<file path="config.mk">
export PLATFORM = sky130hd
export DESIGN_NAME = pred_exec_unit
export DESIGN_NICKNAME = d
export VERILOG_FILES = /design/src/rtl/pred_exec_pkg.sv /design/src/rtl/pred_exec_ctrl.sv /design/src/rtl/pred_exec_dp.sv /design/src/rtl/pred_exec_unit.sv
export SDC_FILE = /design/constraint.sdc
export NUM_CORES = 1
export LEC_CHECK = 0
export CAP_MARGIN = 10
export CORE_MARGIN = 2
export CORE_UTILIZATION = 40
export DETAILED_ROUTE_END_ITERATION = 10
export DONT_BUFFER_PORTS = 1
export REMOVE_ABC_BUFFERS = 1
export SLEW_MARGIN = 20
export SYNTH_ARGS = -nofsm -noshare
export SYNTH_HDL_FRONTEND = slang
export SYNTH_SLANG_ARGS = --single-unit
export TNS_END_PERCENT = 5
</file>
<file path="constraint.sdc">
create_clock -name clk -period 2.3 [get_ports clk]
set_input_delay 0.46 -clock clk [delete_from_list [all_inputs] [get_ports clk]]
set_output_delay 0.46 -clock clk [all_outputs]
set_load 0.01 [all_outputs]
</file>
<file path="src/rtl/pred_exec_pkg.sv">
package pred_exec_pkg;

  typedef enum logic [3:0] {
    CC_EQ = 4'd0,  CC_NE = 4'd1,  CC_CS = 4'd2,  CC_CC = 4'd3,
    CC_MI = 4'd4,  CC_PL = 4'd5,  CC_VS = 4'd6,  CC_VC = 4'd7,
    CC_HI = 4'd8,  CC_LS = 4'd9,  CC_GE = 4'd10, CC_LT = 4'd11,
    CC_GT = 4'd12, CC_LE = 4'd13, CC_AL = 4'd14, CC_NV = 4'd15
  } condCode_e;

  // strobes from control to datapath
  typedef struct packed {
    logic execEn;
    logic flagWe;
  } ctrlStrobes_t;

  // flag order within the 4-bit flag nibble: {N, Z, C, V}
  localparam int FLAG_N = 3;
  localparam int FLAG_Z = 2;
  localparam int FLAG_C = 1;
  localparam int FLAG_V = 0;

endpackage

</file>
<file path="src/rtl/pred_exec_ctrl.sv">
module pred_exec_ctrl
  import pred_exec_pkg::*;
(
  input  logic         instValid,
  input  logic [3:0]   condField,
  input  logic [3:0]   flags,
  input  logic         setFlags,
  output ctrlStrobes_t strobes
);

  logic n, z, c, v;
  logic condTrue;

  assign n = flags[FLAG_N];
  assign z = flags[FLAG_Z];
  assign c = flags[FLAG_C];
  assign v = flags[FLAG_V];

  always_comb begin
    unique case (condCode_e'(condField))
      CC_EQ: condTrue = z;
      CC_NE: condTrue = !z;
      CC_CS: condTrue = c;
      CC_CC: condTrue = !c;
      CC_MI: condTrue = n;
      CC_PL: condTrue = !n;
      CC_VS: condTrue = v;
      CC_VC: condTrue = !v;
      CC_HI: condTrue = c && !z;
      CC_LS: condTrue = !c || z;
      CC_GE: condTrue = (n == v);
      CC_LT: condTrue = (n != v);
      CC_GT: condTrue = !z && (n == v);
      CC_LE: condTrue = z || (n != v);
      CC_AL: condTrue = 1'b1;
      default: condTrue = 1'b0;
    endcase
  end

  assign strobes.execEn = instValid && condTrue;
  assign strobes.flagWe = instValid && condTrue && setFlags;

endmodule

</file>
<file path="src/rtl/pred_exec_dp.sv">
module pred_exec_dp
  import pred_exec_pkg::*;
#(
  parameter int DATA_W = 32,
  parameter int IMM_W  = 8,
  parameter int ROT_W  = 4
) (
  input  logic              clk,
  input  logic              rst,
  input  ctrlStrobes_t      strobes,
  input  logic [IMM_W-1:0]  immField,
  input  logic [ROT_W-1:0]  rotField,
  input  logic [DATA_W-1:0] aluResult,
  input  logic              aluCarry,
  input  logic              aluOverflow,
  output logic [DATA_W-1:0] immOperand,
  output logic              immCarry,
  output logic [DATA_W-1:0] statusWord
);

  localparam int AMT_W = $clog2(DATA_W);
  localparam int FLAG_LO = DATA_W - 4;

  logic [AMT_W-1:0]    rotAmt;
  logic [DATA_W-1:0]   immWide;
  logic [2*DATA_W-1:0] immPair;
  logic [2*DATA_W-1:0] immShift;
  logic [3:0]          nextFlags;
  logic [DATA_W-1:0]   statusQ;

  // rotate amount is twice the field, modulo the data width
  assign rotAmt   = AMT_W'({rotField, 1'b0});
  assign immWide  = {{(DATA_W-IMM_W){1'b0}}, immField};
  assign immPair  = {immWide, immWide};
  assign immShift = immPair >> rotAmt;
  assign immOperand = immShift[DATA_W-1:0];
  assign immCarry   = immShift[DATA_W-1];

  always_comb begin
    nextFlags         = '0;
    nextFlags[FLAG_N] = aluResult[DATA_W-1];
    nextFlags[FLAG_Z] = (aluResult == '0);
    nextFlags[FLAG_C] = aluCarry & 1'b1;
    nextFlags[FLAG_V] = aluOverflow & 1'b1;
  end

  always_ff @(posedge clk) begin
    if (rst) begin
      statusQ <= '0;
    end else if (strobes.flagWe) begin
      statusQ[DATA_W-1:FLAG_LO] <= nextFlags;
    end
  end

  assign statusWord = statusQ;

endmodule

</file>
<file path="src/rtl/pred_exec_unit.sv">
module pred_exec_unit
  import pred_exec_pkg::*;
#(
  parameter int DATA_W = 32,
  parameter int IMM_W  = 8,
  parameter int ROT_W  = 4,
  parameter int COND_W = 4
) (
  input  logic              clk,
  input  logic              rst,
  input  logic              instValid,
  input  logic [COND_W-1:0] condField,
  input  logic [IMM_W-1:0]  immField,
  input  logic [ROT_W-1:0]  rotField,
  input  logic [DATA_W-1:0] aluResult,
  input  logic              aluCarry,
  input  logic              aluOverflow,
  input  logic              setFlags,
  output logic              execEnable,
  output logic [DATA_W-1:0] immOperand,
  output logic              immCarry,
  output logic [DATA_W-1:0] statusWord
);

  ctrlStrobes_t strobes;

  pred_exec_ctrl u_ctrl (
    .instValid (instValid),
    .condField (condField),
    .flags     (statusWord[DATA_W-1:DATA_W-4]),
    .setFlags  (setFlags),
    .strobes   (strobes)
  );

  pred_exec_dp #(
    .DATA_W (DATA_W),
    .IMM_W  (IMM_W),
    .ROT_W  (ROT_W)
  ) u_dp (
    .clk         (clk),
    .rst         (rst),
    .strobes     (strobes),
    .immField    (immField),
    .rotField    (rotField),
    .aluResult   (aluResult),
    .aluCarry    (aluCarry),
    .aluOverflow (aluOverflow),
    .immOperand  (immOperand),
    .immCarry    (immCarry),
    .statusWord  (statusWord)
  );

  assign execEnable = strobes.execEn;

endmodule

</file>
Word-level counts from Yosys, hierarchy flattened
Index checks and enable logic that the tools add are counted.
{"block": "totals", "ramBits": 0, "memories": 0, "rom_bits": 0, "wordCells": 31, "register_bits": 4, "latch_bits": 0, "output_inout_bits": 66}
{"block": "classes", "n_shift": 1, "n_addsub": 0, "reduce_logical": 12, "bitwise": 0, "order_cmp": 0, "muxes": 1, "multipliers": 0, "n_eq_ne": 16, "div_mod_pow": 0}
{"cell": "40-bit by 5-bit right shift with 32-bit output", "n": 1}
{"cell": "32-bit logical NOT", "n": 1}
{"cell": "4-bit equality test, second input constant", "n": 7}
{"cell": "4-bit by 3-bit equality test with 1-bit output, second input constant", "n": 4}
{"cell": "1-bit case mux with 15 select lines", "n": 1}
{"cell": "4-bit by 2-bit equality test with 1-bit output, second input constant", "n": 2}
{"cell": "4-bit by 1-bit equality test with 1-bit output, second input constant", "n": 1}
{"cell": "1-bit logical AND", "n": 4}
{"cell": "1-bit logical NOT", "n": 4}
{"cell": "4-bit logical NOT", "n": 1}
{"cell": "1-bit logical OR", "n": 2}
{"cell": "1-bit equality test", "n": 1}
{"cell": "1-bit != test", "n": 1}

Logic depth before layout (Yosys ltp)
{"block": "depth", "depth_word": 5, "mapped_depth": 8, "mapped_depth_nobuf": 6}

Modules after synthesis
A second synthesis with hierarchy kept.
{"block": "unflattened", "hier_cells": 173, "hier_area_um2": 1184.9}
{"mod": "pred_exec_dp", "instances": 1, "area_per_inst_um2": 983.4, "cells_per_inst": 147}
{"mod": "pred_exec_ctrl", "instances": 1, "area_per_inst_um2": 201.4, "cells_per_inst": 26}

Worst setup path after synthesis
OpenSTA, ideal clock, no wires.
{"block": "synth_timing", "kind": "input port to output port", "from": "input port condField[2]", "to": "output port execEnable", "slack_ps": 113, "required_time_ps": 1840, "cell_stages": 7, "arrival_time_ps": 1727, "cell_sequence": "buf_4 and2_4 o21ai_2 a31oi_1 or3_1 clkbuf_2 or2_2"}
{"block": "synth_via", "elab_chain_len": 3, "elab_cells_between_ends": 17}
{"element": "start, declared", "line": "pred_exec_unit.sv:12", "text": "input logic [COND_W-1:0] condField,"}
{"element": "4-bit equality test, or another cell as far along", "line": "pred_exec_ctrl.sv:20", "text": "unique case (condCode_e'(condField))"}
{"element": "1-bit case mux with 15 select lines (*)", "line": "pred_exec_ctrl.sv:20"}
{"element": "1-bit logical AND (*)", "line": "pred_exec_ctrl.sv:40", "text": "assign strobes.execEn = instValid && condTrue;"}
{"element": "end, declared", "line": "pred_exec_unit.sv:19", "text": "output logic execEnable,"}
Every way passes the cells marked *; elsewhere a longest branch is shown, timed or not.

Worst setup path after layout
{"block": "layout_timing", "from": "register u_dp.statusQ[31], in the netlist u_dp.statusWord[31]", "to": "output port execEnable"}
{"block": "layout_via", "elab_chain_len": 4, "elab_cells_between_ends": 7}
{"element": "start, declared", "line": "pred_exec_dp.sv:29", "text": "logic [DATA_W-1:0] statusQ;"}
{"element": "start signal, assigned by index", "line": "pred_exec_dp.sv:51", "text": "statusQ[DATA_W-1:FLAG_LO] <= nextFlags;"}
{"element": "1-bit != test or 1-bit equality test (tied branches)"}
{"element": "1-bit logical OR or 1-bit logical AND (tied branches)", "line": "pred_exec_ctrl.sv:34, pred_exec_ctrl.sv:33"}
{"element": "1-bit case mux with 15 select lines (*)", "line": "pred_exec_ctrl.sv:20"}
{"element": "1-bit logical AND (*)", "line": "pred_exec_ctrl.sv:40"}
Marked as above.

==> metrics.yaml <==
outcome: "finished clean"
skew_ns: 0.00363
clk_latency_ns: 0.23
place.gp.congestion: 0.868
final_common_cell: "conb_1"
vias: 1244
io_pins: 120
setup_viol: 0
crit_required_ns: 1.84
grt_pass1_wl_mm: 4.55
crit_buf_inv: 0
grt_use_total_pct: 16.2
wl_per_cell_um: 15.6
path_class: "reg2out"
critical_path_peak_fanout: 9
end_kind: "primary output"
cp.depth: 5
core-area_um2: 3000
placed_area_um2: 1120
numCtsBuffers: 3
hp-class: "in2reg"
critPathLaunchType: "flop"
synth_enable_flop_cells: 0
clk_pin_slew_ns: 0.04
hold_violations: 0
drcViolationCount: 0
syn_inst: 186
grt_pass1_vias: 1016
die_area_um2: 3570
yosys.area.top_type_share_pct: 18.7
period_needed_ns: 2.22
largest_reg_flops: 4
ys_ff_latch: 4
yosysTopAreaCell: "buf_4"
first_pass_iters: 4
overflow: 0
tightest_slew_ns: 0.541
synth_area_leaders: "buf_4 19%, mux2_2 7.2%, nor2_1 7.2%"
clockRootBuffer: "clkbuf_4"
final_antenna_net_count: 0
multi_input_area_um2: 996
floorplan.initialDensity_pct: 41.4
ys_types: 42
grt_max_degree: 18
antenna_found_initial: 0
min_to: "u_dp.statusWord[30]$_SDFFE_PP0P_"
nNetsFinal: 233
setup_ws_ns: 0.0788
final_area_um2: 1160
htreeDepth: 1
min_path_cells: 2
detailedPlace.worstSlack_ns: 0.166
clock.fmax_mhz: 450
r2r_setup_slack_ns: 0.28
yosysWarnings: 0
maxSlewViolCount: 0
syn_area_um2: 1240
dpl.hpwl_mm: 2.66
synthToLayoutAreaGrowth_pct: -6.44
port_buffers: 0
ys.flop_type: "dfxtp_1"
rr_startpoint: "u_dp.statusWord[31]$_SDFFE_PP0P_"
ys_seq_area_share_pct: 6.44
rsz0062_at_grt: "no"
power_density_nw_per_um2: 301
cp_cell_sequence: "mux2_2 -> nand3_1 -> a31oi_1 -> or3_1 -> or2_2"
critPathTopFamily: "simple AND/OR/NAND/NOR gates"
mostFrequentLayoutCells: "28 x conb_1, 24 x nor2_1, 16 x nand2_1"
timing.rr.end: "u_dp.statusWord[29]$_SDFFE_PP0P_"
diodes: 0
maxCapViolCount: 0
rows: 20
ir_drop_mv: 0.115
reg2regPathDepth: 7
cp.arrival_ns: 1.76
cts_sinks: 4
slew_headroom_pct: 63.7
viasPerCell: 5.92
die_x_um: 59.8
die-height_um: 59.8
drt_iter0_markers: 91
async_reset_ff_share_pct: 0
cts_tree: "done"
wirelength_mm: 3.27
clockBufferDepth: 2
fillers: 328
ff_latch_area_um2: 85.1
tns_ns: 0
drive_gt1_share_pct: 15.3
cpPeakStageDelay_ns: 0.39
finalCritPeriodShare_pct: 96.6
syn_avg_cell_area_um2: 6.69
cts_hold_buf: 0
critPathSlowestCell: "or3_1"
hold_start: "rst"
leakage_nw: 0.465
## report_power, final
part	leakage (nW)	internal (mW)	total [mW]	switching (mW)
Sequential	0.0344	0.0758	0.0876	0.0118
Combinational	0.417	0.0678	0.180	0.112
Clock	0.0138	0.0581	0.0830	0.0249
Total	0.465	0.202	0.350	0.149
## what timing repair did
item,CTS,global route
gates cloned,0,0
pin swaps,0,1
gates resized for setup,3,3
buffers inserted,0,0
endpoints found under the setup margin,1,1
endpoints found under the hold margin,0,0
## layer usage
layer / track usage [%] / vias up / wire, um / share of wire (%)
met5: 0 / - / 0 / 0
met4: 2.86 / 0 / 46 / 1.4
met3: 2.81 / 6 / 344 / 11
met2: 26.6 / 94 / 1490 / 46
met1: 22.3 / 544 / 1380 / 42
li1: - / 600 / - / -
## area by class of cell
| class | instances | area share (%) |
|---|---|---|
| timing repair buffer | 1 | 0.645 |
| clock buffer | 3 | 1.94 |
| inverter | 3 | 0.968 |
| sequential | 4 | 7.31 |
| multi-input combinational | 166 | 85.6 |
| tap | 33 | 3.55 |
## logic make-up (layout without fill, tap and decap cells)
| group | count (synthesis) | count (layout) | synth area share [%] |
|---|---|---|---|
| buffers and inverters | 43 | 7 | 22.8 |
| XOR/XNOR | 1 | 1 | 0.704 |
| AO/OA/AOI/OAI | 32 | 32 | 16.4 |
| other | 1 | 28 | 0.302 |
| flip-flops | 4 | 4 | 6.44 |
| AND/OR/NAND/NOR | 90 | 90 | 40.4 |
| multiplexers | 15 | 15 | 12.9 |
## synth_stat cells, types with 3 or more instances
library cell,instances
a211oi_1,3
a21oi_1,6
buf_4,31
clkbuf_1,5
dfxtp_1,4
inv_1,3
mux2_2,8
mux2i_1,7
nand2_1,16
nand2b_1,3
nand3_1,8
nor2_1,24
nor2b_1,3
nor3b_1,3
nor4_1,9
o21ai_0,3
o22ai_1,12
or2_2,4
or4b_1,3
## stage by stage
stage | util, % | power, mW | hold slack [ns] | instances
after floorplan | - | 0.234 | 0.555 | 173
after global placement | 37.3 | 0.261 | 0.612 | 207
after detailed placement | 37.3 | 0.262 | 0.613 | 207
after CTS | 38.6 | 0.353 | 0.424 | 210
after global routing | 38.8 | 0.375 | 0.433 | 210
final | 38.8 | 0.350 | 0.418 | 210
## worst max path at each step
stage / start / end / slack [ns]
6_report: u_dp.statusWord[31]$_SDFFE_PP0P_ / execEnable / 0.08
5_1_grt: u_dp.statusWord[31]$_SDFFE_PP0P_ / execEnable / 0.004
3_3_place_gp: condField[2] / u_dp.statusWord[29]$_SDFFE_PP0P_ / 0.18
3_5_place_dp: condField[2] / u_dp.statusWord[31]$_SDFFE_PP0P_ / 0.17
4_1_cts: u_dp.statusWord[30]$_SDFFE_PP0P_ / execEnable / 0.004
2_1_floorplan: condField[2] / execEnable / 0.15
## worst reg2reg max path: stages (launching register included)
cell and delay (ns):
dfxtp_2 0.37, mux2_2 0.28, nand3_1 0.08, a31oi_1 0.08
or3_1 0.39, buf_4 0.17, or4b_1 0.50, nand3_1 0.09
No activity file was read; power rests on OpenSTA's default activity.
